$ cat src/rtl/hbd_pkg.sv
`timescale 1ns/1ps
package hbd_pkg;
    typedef enum logic [2:0] {
        PH_IDLE  = 3'd0,
        PH_LO    = 3'd1,
        PH_DT_HI = 3'd2,
        PH_HI    = 3'd3,
        PH_DT_LO = 3'd4
    } phase_e;
endpackage

$ cat src/rtl/hbd_deglitch.sv
`timescale 1ns/1ps
module hbd_deglitch #(
    parameter int LEN = 6
) (
    input  logic clk,
    input  logic rst_n,
    input  logic raw,
    output logic filt
);
    localparam int CW = (LEN < 2) ? 1 : $clog2(LEN + 1);

    typedef struct packed {
        logic          filt;
        logic [CW-1:0] cnt;
    } flt_t;

    flt_t f_d, f_q;

    always_comb begin
        f_d = f_q;
        if (raw != f_q.filt) begin
            if (f_q.cnt == CW'(LEN - 1)) begin
                f_d.filt = raw;
                f_d.cnt  = '0;
            end else begin
                f_d.cnt = f_q.cnt + 1'b1;
            end
        end else begin
            f_d.cnt = '0;
        end
    end

    always_ff @(posedge clk) begin
        if (!rst_n) f_q <= '0;
        else        f_q <= f_d;
    end

    assign filt = f_q.filt;

    AST_FILT_FOLLOWS_RAW: assert property (@(posedge clk) disable iff (!rst_n)
        (f_q.filt != $past(f_q.filt)) |-> ($past(raw) == f_q.filt));
    AST_FILT_CNT_RANGE: assert property (@(posedge clk) disable iff (!rst_n)
        f_q.cnt < CW'(LEN));
endmodule

$ cat src/rtl/hbd_ramp.sv
`timescale 1ns/1ps
module hbd_ramp #(
    parameter int CNT_W   = 10,
    parameter int PER_MIN = 16
) (
    input  logic             clk,
    input  logic             rst_n,
    input  logic             run,
    input  logic             restart,
    input  logic [CNT_W-1:0] period_cmd,
    output logic [CNT_W-1:0] cnt,
    output logic [CNT_W-1:0] period,
    output logic             wrap
);
    localparam logic [CNT_W-1:0] PMIN = CNT_W'(PER_MIN);

    typedef struct packed {
        logic [CNT_W-1:0] cnt;
        logic [CNT_W-1:0] per;
    } ramp_t;

    ramp_t r_d, r_q;
    logic [CNT_W-1:0] per_clamped;

    always_comb begin
        per_clamped = (period_cmd < PMIN) ? PMIN : period_cmd;
        wrap        = run && (r_q.cnt == r_q.per - 1'b1);
        r_d         = r_q;
        if (restart) begin
            r_d.cnt = '0;
            r_d.per = per_clamped;
        end else if (run) begin
            if (wrap) begin
                r_d.cnt = '0;
                r_d.per = per_clamped;
            end else begin
                r_d.cnt = r_q.cnt + 1'b1;
            end
        end else begin
            r_d.cnt = '0;
        end
    end

    always_ff @(posedge clk) begin
        if (!rst_n) begin
            r_q.cnt <= '0;
            r_q.per <= PMIN;
        end else begin
            r_q <= r_d;
        end
    end

    assign cnt    = r_q.cnt;
    assign period = r_q.per;

    AST_RAMP_IN_RANGE: assert property (@(posedge clk) disable iff (!rst_n)
        r_q.cnt < r_q.per);
    AST_PERIOD_CLAMPED: assert property (@(posedge clk) disable iff (!rst_n)
        r_q.per >= PMIN);
    AST_PERIOD_HELD: assert property (@(posedge clk) disable iff (!rst_n)
        (r_q.cnt != '0) |-> $stable(r_q.per));
endmodule

$ cat src/rtl/hbd_gate_seq.sv
`timescale 1ns/1ps
module hbd_gate_seq #(
    parameter int CNT_W      = 10,
    parameter int FILT_LEN   = 6,
    parameter int MIN_DT     = 4,
    parameter int BOOT_RAMPS = 3
) (
    input  logic             clk,
    input  logic             rst_n,
    input  logic             enable,
    input  logic             start,
    input  logic [CNT_W-1:0] period_cmd,
    input  logic             slope_raw,
    output logic             gate_lo,
    output logic             gate_hi
);
    import hbd_pkg::*;

    localparam int PER_MIN = 4 * MIN_DT;
    localparam int BOOT_W  = (BOOT_RAMPS < 2) ? 1 : $clog2(BOOT_RAMPS + 1);
    localparam logic [CNT_W-1:0] MIN_DT_C = CNT_W'(MIN_DT);

    typedef struct packed {
        phase_e            ph;
        logic [CNT_W-1:0]  dt;
        logic [BOOT_W-1:0] boot;
        logic              g_lo;
        logic              g_hi;
    } seq_t;

    seq_t s_d, s_q;

    logic             slope_f;
    logic             wrap;
    logic             restart;
    logic             run;
    logic [CNT_W-1:0] ramp_cnt;
    logic [CNT_W-1:0] ramp_per;
    logic [CNT_W-1:0] dt_max;
    logic [CNT_W-1:0] dt_next;
    logic             dt_done;

    hbd_deglitch #(.LEN(FILT_LEN)) u_flt (
        .clk   (clk),
        .rst_n (rst_n),
        .raw   (slope_raw),
        .filt  (slope_f)
    );

    hbd_ramp #(.CNT_W(CNT_W), .PER_MIN(PER_MIN)) u_ramp (
        .clk        (clk),
        .rst_n      (rst_n),
        .run        (run),
        .restart    (restart),
        .period_cmd (period_cmd),
        .cnt        (ramp_cnt),
        .period     (ramp_per),
        .wrap       (wrap)
    );

    always_comb begin
        restart = (s_q.ph == PH_IDLE) && enable && start;
        run     = (s_q.ph != PH_IDLE);
        dt_max  = ramp_per >> 1;
        dt_next = s_q.dt + 1'b1;
        dt_done = ((dt_next >= MIN_DT_C) && slope_f) || (dt_next >= dt_max);

        s_d = s_q;
        unique case (s_q.ph)
            PH_IDLE: begin
                if (restart) begin
                    s_d.ph   = PH_LO;
                    s_d.boot = BOOT_W'(BOOT_RAMPS - 1);
                end
            end
            PH_LO: begin
                if (wrap) begin
                    if (s_q.boot != '0) begin
                        s_d.boot = s_q.boot - 1'b1;
                    end else begin
                        s_d.ph = PH_DT_HI;
                        s_d.dt = '0;
                    end
                end
            end
            PH_DT_HI: begin
                if (dt_done) s_d.ph = PH_HI;
                else         s_d.dt = dt_next;
            end
            PH_HI: begin
                if (wrap) begin
                    s_d.ph = PH_DT_LO;
                    s_d.dt = '0;
                end
            end
            PH_DT_LO: begin
                if (dt_done) s_d.ph = PH_LO;
                else         s_d.dt = dt_next;
            end
            default: s_d.ph = PH_IDLE;
        endcase

        if (!enable) begin
            s_d.ph   = PH_IDLE;
            s_d.dt   = '0;
            s_d.boot = '0;
        end

        s_d.g_lo = (s_d.ph == PH_LO);
        s_d.g_hi = (s_d.ph == PH_HI);
    end

    always_ff @(posedge clk) begin
        if (!rst_n) begin
            s_q.ph   <= PH_IDLE;
            s_q.dt   <= '0;
            s_q.boot <= '0;
            s_q.g_lo <= 1'b0;
            s_q.g_hi <= 1'b0;
        end else begin
            s_q <= s_d;
        end
    end

    assign gate_lo = s_q.g_lo;
    assign gate_hi = s_q.g_hi;

    // Both-low run length, kept only for the checks below.
    logic [CNT_W-1:0] lowrun_q;
    always_ff @(posedge clk) begin
        if (!rst_n)                          lowrun_q <= '0;
        else if (gate_lo || gate_hi)         lowrun_q <= '0;
        else if (lowrun_q != {CNT_W{1'b1}})  lowrun_q <= lowrun_q + 1'b1;
    end

    AST_NO_SHOOT_THROUGH: assert property (@(posedge clk) disable iff (!rst_n)
        !(gate_lo && gate_hi));
    AST_DEAD_BEFORE_HI: assert property (@(posedge clk) disable iff (!rst_n)
        $rose(gate_hi) |-> (lowrun_q >= MIN_DT_C));
    AST_DEAD_BEFORE_LO: assert property (@(posedge clk) disable iff (!rst_n)
        ($rose(gate_lo) && ($past(s_q.ph) != PH_IDLE)) |-> (lowrun_q >= MIN_DT_C));
    AST_DISABLE_OFF: assert property (@(posedge clk) disable iff (!rst_n)
        !enable |=> (!gate_lo && !gate_hi));
    AST_FIRST_IS_LO: assert property (@(posedge clk) disable iff (!rst_n)
        (($past(s_q.ph) == PH_IDLE) && (s_q.ph != PH_IDLE)) |-> gate_lo);
    AST_DT_UNDER_QUARTER: assert property (@(posedge clk) disable iff (!rst_n)
        ((s_q.ph == PH_DT_HI) || (s_q.ph == PH_DT_LO)) |-> (s_q.dt < dt_max));
    AST_GATE_ONLY_AT_WRAP: assert property (@(posedge clk) disable iff (!rst_n)
        ($fell(gate_hi) && enable) |-> (ramp_cnt == '0));
endmodule

$ cat config.mk
export PLATFORM = sky130hd
export DESIGN_NAME = hbd_gate_seq
export DESIGN_NICKNAME = d
export VERILOG_FILES = /design/src/rtl/hbd_pkg.sv /design/src/rtl/hbd_deglitch.sv /design/src/rtl/hbd_ramp.sv /design/src/rtl/hbd_gate_seq.sv
export SDC_FILE = /design/constraint.sdc
export NUM_CORES = 1
export LEC_CHECK = 0
export BUFFER_PORTS_ARGS = -buffer_cell sky130_fd_sc_hd__clkbuf_2
export CAP_MARGIN = 15
export CELL_PAD_IN_SITES_DETAIL_PLACEMENT = 2
export CELL_PAD_IN_SITES_GLOBAL_PLACEMENT = 2
export CORE_AREA = 10 10 98 100
export DETAILED_ROUTE_END_ITERATION = 16
export DIE_AREA = 0 0 108 110
export PLACE_DENSITY = 0.84
export SETUP_SLACK_MARGIN = 0.02
export SYNTH_ARGS = -nofsm -noshare
export SYNTH_HDL_FRONTEND = slang
export SYNTH_HIERARCHICAL = 1
export SYNTH_SLANG_ARGS = --single-unit
export TNS_END_PERCENT = 10
$ cat constraint.sdc
create_clock -name clk -period 10.15 [get_ports clk]
set_clock_uncertainty 0.2 [all_clocks]
set_input_delay 1.015 -clock clk [delete_from_list [all_inputs] [get_ports clk]]
set_output_delay 1.015 -clock clk [all_outputs]
set_load 0.005 [all_outputs]
* After elaboration in Yosys (flattened, before gate mapping)
Cells that the tools add are included.
** Storage, ports and cells
- Register bits after elaboration :: 41
** Operators by class
- $add $sub $neg :: 5
- $lt $le $gt $ge :: 3
- Eq/ne operators :: 15
- Muxes and demuxes :: 17
- Bitwise logic cells :: 3
- Reduce and logical (&&, ||, !) cells :: 20
** Operators with widths (count)
- $mux W10 :: 5
- $mux W15 :: 2
- $pmux W10 S3 :: 1
- $mux W13 :: 2
- $add A10 B1 Y10 const B :: 2
- $pmux W3 S5 :: 1
- $eq A10 B10 Y1 :: 1
- $ge A10 B3 Y1 const B :: 1
- $ge A10 B9 Y1 :: 1
- $lt A10 B5 Y1 const B :: 1
- $sub A10 B1 Y10 const B :: 1
- $eq A3 B2 Y1 const B :: 3
- $mux W3 :: 3
- $ne A2 B2 Y1 const B :: 4
- $reduce_bool A2 Y1 :: 4
- $eq A3 B1 Y1 const B :: 2
- $eq A3 B3 Y1 const B :: 2
- $reduce_and A2 Y1 :: 3
- $reduce_bool A3 Y1 :: 2
- $reduce_and A5 Y1 :: 1
- $logic_and A1 B1 Y1 :: 4
- $mux W2 :: 2
- $ne A2 B1 Y1 const B :: 2
- $pmux W2 S2 :: 1
- other kinds (10) :: 12

* Logic depth before layout (Yosys ltp)
- Depth after elaboration :: 8
- Gate-level depth with buffers :: 13
- Mapped depth without buffers :: 12

* By module
The synthesis kept the hierarchy.
** Modules (own cells, without submodules)
- hbd_ramp :: times used 1, cells each 186, area each 1625.3 um^2
- hbd_gate_seq :: times used 1, cells each 157, area each 1258.7 um^2
- hbd_deglitch :: times used 1, cells each 17, area each 186.4 um^2

* Worst setup path before layout
OpenSTA, ideal clock, no wires.
- Kind :: flip-flop to flip-flop
- Start point :: register u_ramp.r_q (netlist bit u_ramp/period[0])
- End point :: register s_q[13] in the netlist's numbering
- Library setup time :: 0.116 ns
- Arrival time :: 3.155 ns
- Path slack :: 6.680 ns
- Cell stages (with the launch flop) :: 13
- Path buffers :: 1
- Path through :: dfxtp_1 inv_1 ha_1 or4b_4 or4_4 o22a_1 nand2_2 and3_1 o21ai_0 and3b_1 or3_1 buf_6 and3_1
** On the way
- Longest elaborated chain between the ends :: 5
** Ends and longest elaborated chain
- start: declaration :: RTL line hbd_ramp.sv:22 : ramp_t r_d, r_q;
- start signal: assignment :: RTL line hbd_ramp.sv:49 : r_q <= r_d;
- $sub A10 B1 Y10 * :: RTL line hbd_ramp.sv:27 : wrap = run && (r_q.cnt == r_q.per - 1'b1);
- $eq A10 B10 Y1 * :: RTL line hbd_ramp.sv:27
- $logic_and A1 B1 Y1 * :: RTL line hbd_ramp.sv:27
- via wrap :: RTL line hbd_gate_seq.sv:34 : logic wrap;
- $ne A2 B1 Y1 (no line)
- $reduce_and A5 Y1 (no line) *
- end: declaration :: RTL line hbd_gate_seq.sv:31 : seq_t s_d, s_q;
Mark *: on every way through the listed nets, which the timed path passes. The rest lies on a longest branch.
A chain may end at the register's enable or synchronous reset.

* Worst setup path in the final report
- Start point :: register u_ramp.r_q (netlist bit u_ramp/period[1])
- End point :: register s_q[13] in the netlist's numbering
Same word-level chain as after synthesis.

==> metrics.log <==
INFO  metric vias_per_cell = 6.056
INFO  metric yosysSeqAreaShare = 26.73%
INFO  metric drcViolationCount = 0
INFO  metric rows = 32
INFO  metric synth.ff_latch_count = 41
INFO  metric synth_top_family_by_area = simple AND/OR/NAND/NOR gates
INFO  metric finalPower = 0.0003678 W
INFO  metric vias = 2,828
INFO  metric clock_tree.root_cell = sky130_fd_sc_hd__clkbuf_8
INFO  metric ys_async_sr_fraction = 0%
INFO  metric yosys-mux-area-fraction = 2.608%
INFO  metric fin_setup_tns = 0 ns
INFO  metric number_of_global_route_vias_before_repair = 3,224
INFO  metric power.net_switching = 0.0001091 W
INFO  metric post_cts_gate_resize_count = 0
INFO  metric synth_simple_gate_area_share = 25.71%
INFO  metric transition_time_at_the_pin_with_the_least_slew_margin = 1.100 ns
INFO  metric rsz_0062_raised_after_global_routing = no
INFO  metric antenna_found_initial = 0
INFO  metric synth.avg_cell_area = 8.529 µm²
INFO  metric hp-start = u_flt/f_q[0]$_SDFF_PP0_
INFO  metric post-route-period-util = 41.24%
INFO  metric io_pins = 17
INFO  metric setup-violations-final = 0
INFO  metric finalWirelength = 9.824 mm
INFO  metric slew_headroom = 26.43%
INFO  metric yosys_most_used_dff = sky130_fd_sc_hd__dfxtp_1
INFO  metric power.share.clock = 35.6%
INFO  metric yosys_warnings = 6
INFO  metric synth_nets = 391
INFO  metric syn_to_final_growth = 7.213%
INFO  metric max_cap_violations = 0
INFO  metric routability_driven_placement_congestion_ratio = 0.8201
INFO  metric dp_hpwl = 7.507 mm
INFO  metric post_synth_instance_area = 0.003070 mm²
INFO  metric worstSetupEndpointType = flop
INFO  metric finalCriticalPeriod = 4.186 ns
INFO  metric final_layout_size_suffix_gt1_share = 10.14%
INFO  metric largest_net_degree_at_the_start_of_global_routing = 39
INFO  metric synthDominantAreaCellType = sky130_fd_sc_hd__dfxtp_1
INFO  metric synth_instances = 360
INFO  metric classification_of_the_worst_setup_path = flop to flop
INFO  metric cp-startpoint = u_ramp/period[1]$_SDFFE_PN0P_
INFO  metric p_per_area = 111.7 mW/mm²
INFO  metric crit_arrival = 4.18 ns
INFO  metric ys_types = 64
INFO  metric worst_flop_to_flop_path_startpoint = u_ramp/period[1]$_SDFFE_PN0P_
INFO  metric effective_utilization_at_floorplan = 40.15%
INFO  metric dieWidth = 108 µm
INFO  metric cellInternalPower = 0.0002587 W
INFO  metric layout.cell_area.non_filler = 0.003292 mm²
INFO  metric run_status = finished, final reports clean
INFO  metric worst_hold_path_type = flop to flop
INFO  metric cts-buffers-inserted = 5
INFO  metric clkTransAtPathRegs = 0.09 ns
INFO  metric htree_levels = 2
INFO  metric global_route.usage.total = 17.33%
INFO  metric drt_pre_antenna_iters = 4
INFO  metric post_layout_nonfiller_instances = 467
INFO  metric layout.nets = 396
INFO  metric cts_max_path_buffers = 2
INFO  metric port_buffers = 16
INFO  metric synth_edf_count = 0
INFO  metric hold_violations = 0
INFO  metric fillerInstances = 872
INFO  metric clk-insertion-delay-late = 0.30 ns
INFO  metric crit_path_max_fanout = 16
INFO  metric grt_first_pass_wirelength = 16.82 mm
INFO  metric yosys.area_share.xor_xnor = 8.843%
INFO  metric synth.top_cell.area_share = 26.73%
INFO  metric drt_iter0_drc = 96
INFO  metric antenna_cells_inserted = 0
INFO  metric cts_post_setup_buffers_inserted = 0
INFO  metric finalMaxSlewViolations = 0
INFO  metric critical_path_required = 10.14 ns
INFO  metric synth_compound_area_share = 24.21%
INFO  metric route.antenna.remaining_nets = 0
INFO  metric cellLeakagePower = 1.200 nW
INFO  metric max_freq = 238.9 MHz
INFO  metric gr-total-overflow = 0
INFO  metric detailed_place.area = 0.003188 mm²
INFO  metric die_h = 110 µm
INFO  metric cts_tree = yes
INFO  metric power.ir.vdd_worst = 0.05936 mV
INFO  metric die-area = 0.01188 mm²
INFO  metric wl_per_cell = 21.04 µm
INFO  metric share_seq_of_total_power = 46.6%
INFO  metric cts_hold_buf = 0
INFO  metric pwr-share-comb = 17.8%
INFO  metric core = 0.007647 mm²
INFO  metric synth_fa_ha_area_share = 6.520%
INFO  metric dp_cells = 460
INFO  metric yosys-top-cells-area = sky130_fd_sc_hd__dfxtp_1, sky130_fd_sc_hd__ha_1, sky130_fd_sc_hd__xnor2_1
INFO  metric sw_frac_of_total = 29.66%
INFO  metric timing.critical_path.from_type = flop
INFO  metric tritoncts_num_sinks = 41
[cell usage after synthesis, types with 2 or more instances]
cell and n:
sky130_fd_sc_hd__and2_1 9, sky130_fd_sc_hd__nand2_1 30, sky130_fd_sc_hd__o21ai_1 2, sky130_fd_sc_hd__and3_1 9
sky130_fd_sc_hd__mux2i_1 8, sky130_fd_sc_hd__xnor2_1 18, sky130_fd_sc_hd__nor3_1 6, sky130_fd_sc_hd__nor4_1 2
sky130_fd_sc_hd__o21a_1 3, sky130_fd_sc_hd__ha_1 16, sky130_fd_sc_hd__inv_1 20, sky130_fd_sc_hd__nand4_1 8
sky130_fd_sc_hd__o31ai_1 6, sky130_fd_sc_hd__buf_4 2, sky130_fd_sc_hd__a2111oi_0 3, sky130_fd_sc_hd__clkbuf_1 14
sky130_fd_sc_hd__a41oi_1 6, sky130_fd_sc_hd__and3b_1 3, sky130_fd_sc_hd__o311ai_0 2, sky130_fd_sc_hd__o41ai_1 4
sky130_fd_sc_hd__nand3_1 16, sky130_fd_sc_hd__and4_1 7, sky130_fd_sc_hd__nor3b_1 5, sky130_fd_sc_hd__a311o_1 5
sky130_fd_sc_hd__o211ai_1 5, sky130_fd_sc_hd__a211oi_1 10, sky130_fd_sc_hd__nand2b_1 4, sky130_fd_sc_hd__nor2b_1 2
sky130_fd_sc_hd__a21oi_1 12, sky130_fd_sc_hd__nor2_1 9, sky130_fd_sc_hd__nand4b_1 3, sky130_fd_sc_hd__a2111o_1 2
sky130_fd_sc_hd__or2_2 3, sky130_fd_sc_hd__xor2_1 13, sky130_fd_sc_hd__o2111ai_1 4, sky130_fd_sc_hd__dfxtp_1 41
sky130_fd_sc_hd__a21boi_0 2, sky130_fd_sc_hd__a31oi_1 5, sky130_fd_sc_hd__nand3b_1 8, sky130_fd_sc_hd__o21ai_0 7
sky130_fd_sc_hd__buf_6 2, sky130_fd_sc_hd__a2111oi_2 2
[final timing paths]
path	endpoint	slack, ns	cells after the start
setup / recovery	s_q[13]$_SDFFE_PN0P_	5.96	11
setup reg to reg	s_q[13]$_SDFFE_PN0P_	5.96	11
hold reg to reg	u_flt/f_q[0]$_SDFF_PP0_	0.30	1
hold / removal	u_flt/f_q[0]$_SDFF_PP0_	0.30	1
[metal layers]
layer / vias up / share of wire, % / track usage (%) / routed length, µm
met2: 30 / 53 / 31.38 / 5184
met5: - / 0 / 0 / 0
met4: 0 / 1.6 / 5.534 / 153
met1: 1414 / 44 / 20.61 / 4340
met3: 8 / 1.5 / 2.380 / 146
li1: 1376 / - / - / -
[power by group through the flow]
| stage | clock network [W] | registers (W) | logic, W |
|---|---|---|---|
| 3_3_place_gp | 0 | 0.000175 | 0.0000614 |
| 4_1_cts | 0.000133 | 0.000171 | 0.0000652 |
| 2_1_floorplan | 0 | 0.000172 | 0.0000474 |
| 3_5_place_dp | 0 | 0.000175 | 0.0000642 |
| 5_1_grt | 0.000141 | 0.000172 | 0.0000732 |
| 6_report | 0.000131 | 0.000171 | 0.0000656 |
[stage by stage]
| step | utilization [%] | setup WS, ns | hold slack, ns |
|---|---|---|---|
| global route | 43.05 | 5.689 | 0.3333 |
| global placement | 41.69 | 6.142 | 0.2476 |
| finish | 43.05 | 5.964 | 0.2952 |
| floorplan | - | 6.680 | 0.2335 |
| detailed placement | 41.69 | 6.027 | 0.2827 |
| CTS | 43.05 | 6.004 | 0.3037 |
[sequential cells by signal, indices dropped and copies added, names as in the netlist]
name	cells
gate_hi	1
gate_lo	1
s_q	15
u_flt/f_q	3
u_flt/filt	1
u_ramp/cnt	10
u_ramp/period	10
[area by class of cell]
class                      count  area [µm²]  share of cell area [%]
multi-input combinational    281        2085                   63.32
clock buffer                   5       68.82                   2.090
sequential                    41       820.8                   24.93
timing repair buffer          16       80.08                   2.433
inverter                      20       75.07                   2.280
tap                          102       127.6                   3.877
clock inverter                 2       35.03                   1.064
[cells by family (layout without fill, tap and decap cells)]
kind of cell,after synthesis,count (layout)
xor gates and xnor gates,31,31
and+or+nand+nor,132,132
DFF,41,41
AOI/OAI and AO/OA,94,94
muxes,8,8
buffers and inverters,38,43
adders and majority gates,16,16
[layout by cell type (no fill, tap or decap), types with 9 or more instances in the layout]
cell / instances
sky130_fd_sc_hd__nand2_1: 30
sky130_fd_sc_hd__nor2_1: 9
sky130_fd_sc_hd__clkbuf_2: 16
sky130_fd_sc_hd__xor2_1: 13
sky130_fd_sc_hd__ha_1: 16
sky130_fd_sc_hd__inv_1: 20
sky130_fd_sc_hd__xnor2_1: 18
sky130_fd_sc_hd__a21oi_1: 12
sky130_fd_sc_hd__and2_1: 9
sky130_fd_sc_hd__dfxtp_1: 41
sky130_fd_sc_hd__nand3_1: 16
sky130_fd_sc_hd__a211oi_1: 10
sky130_fd_sc_hd__and3_1: 9
[worst max-delay path: stages (launching register included)]
cell                      delay [ns]
sky130_fd_sc_hd__dfxtp_1        0.36
sky130_fd_sc_hd__inv_1          0.10
sky130_fd_sc_hd__ha_1           0.24
sky130_fd_sc_hd__or4b_4         0.54
sky130_fd_sc_hd__or4_4          0.53
sky130_fd_sc_hd__o22a_1         0.29
sky130_fd_sc_hd__nand2_2        0.31
sky130_fd_sc_hd__and3_1         0.36
sky130_fd_sc_hd__o21ai_0        0.11
sky130_fd_sc_hd__and3b_1        0.21
sky130_fd_sc_hd__or3_1          0.55
sky130_fd_sc_hd__and3_1         0.27
No activity file was read; power rests on OpenSTA's default activity.
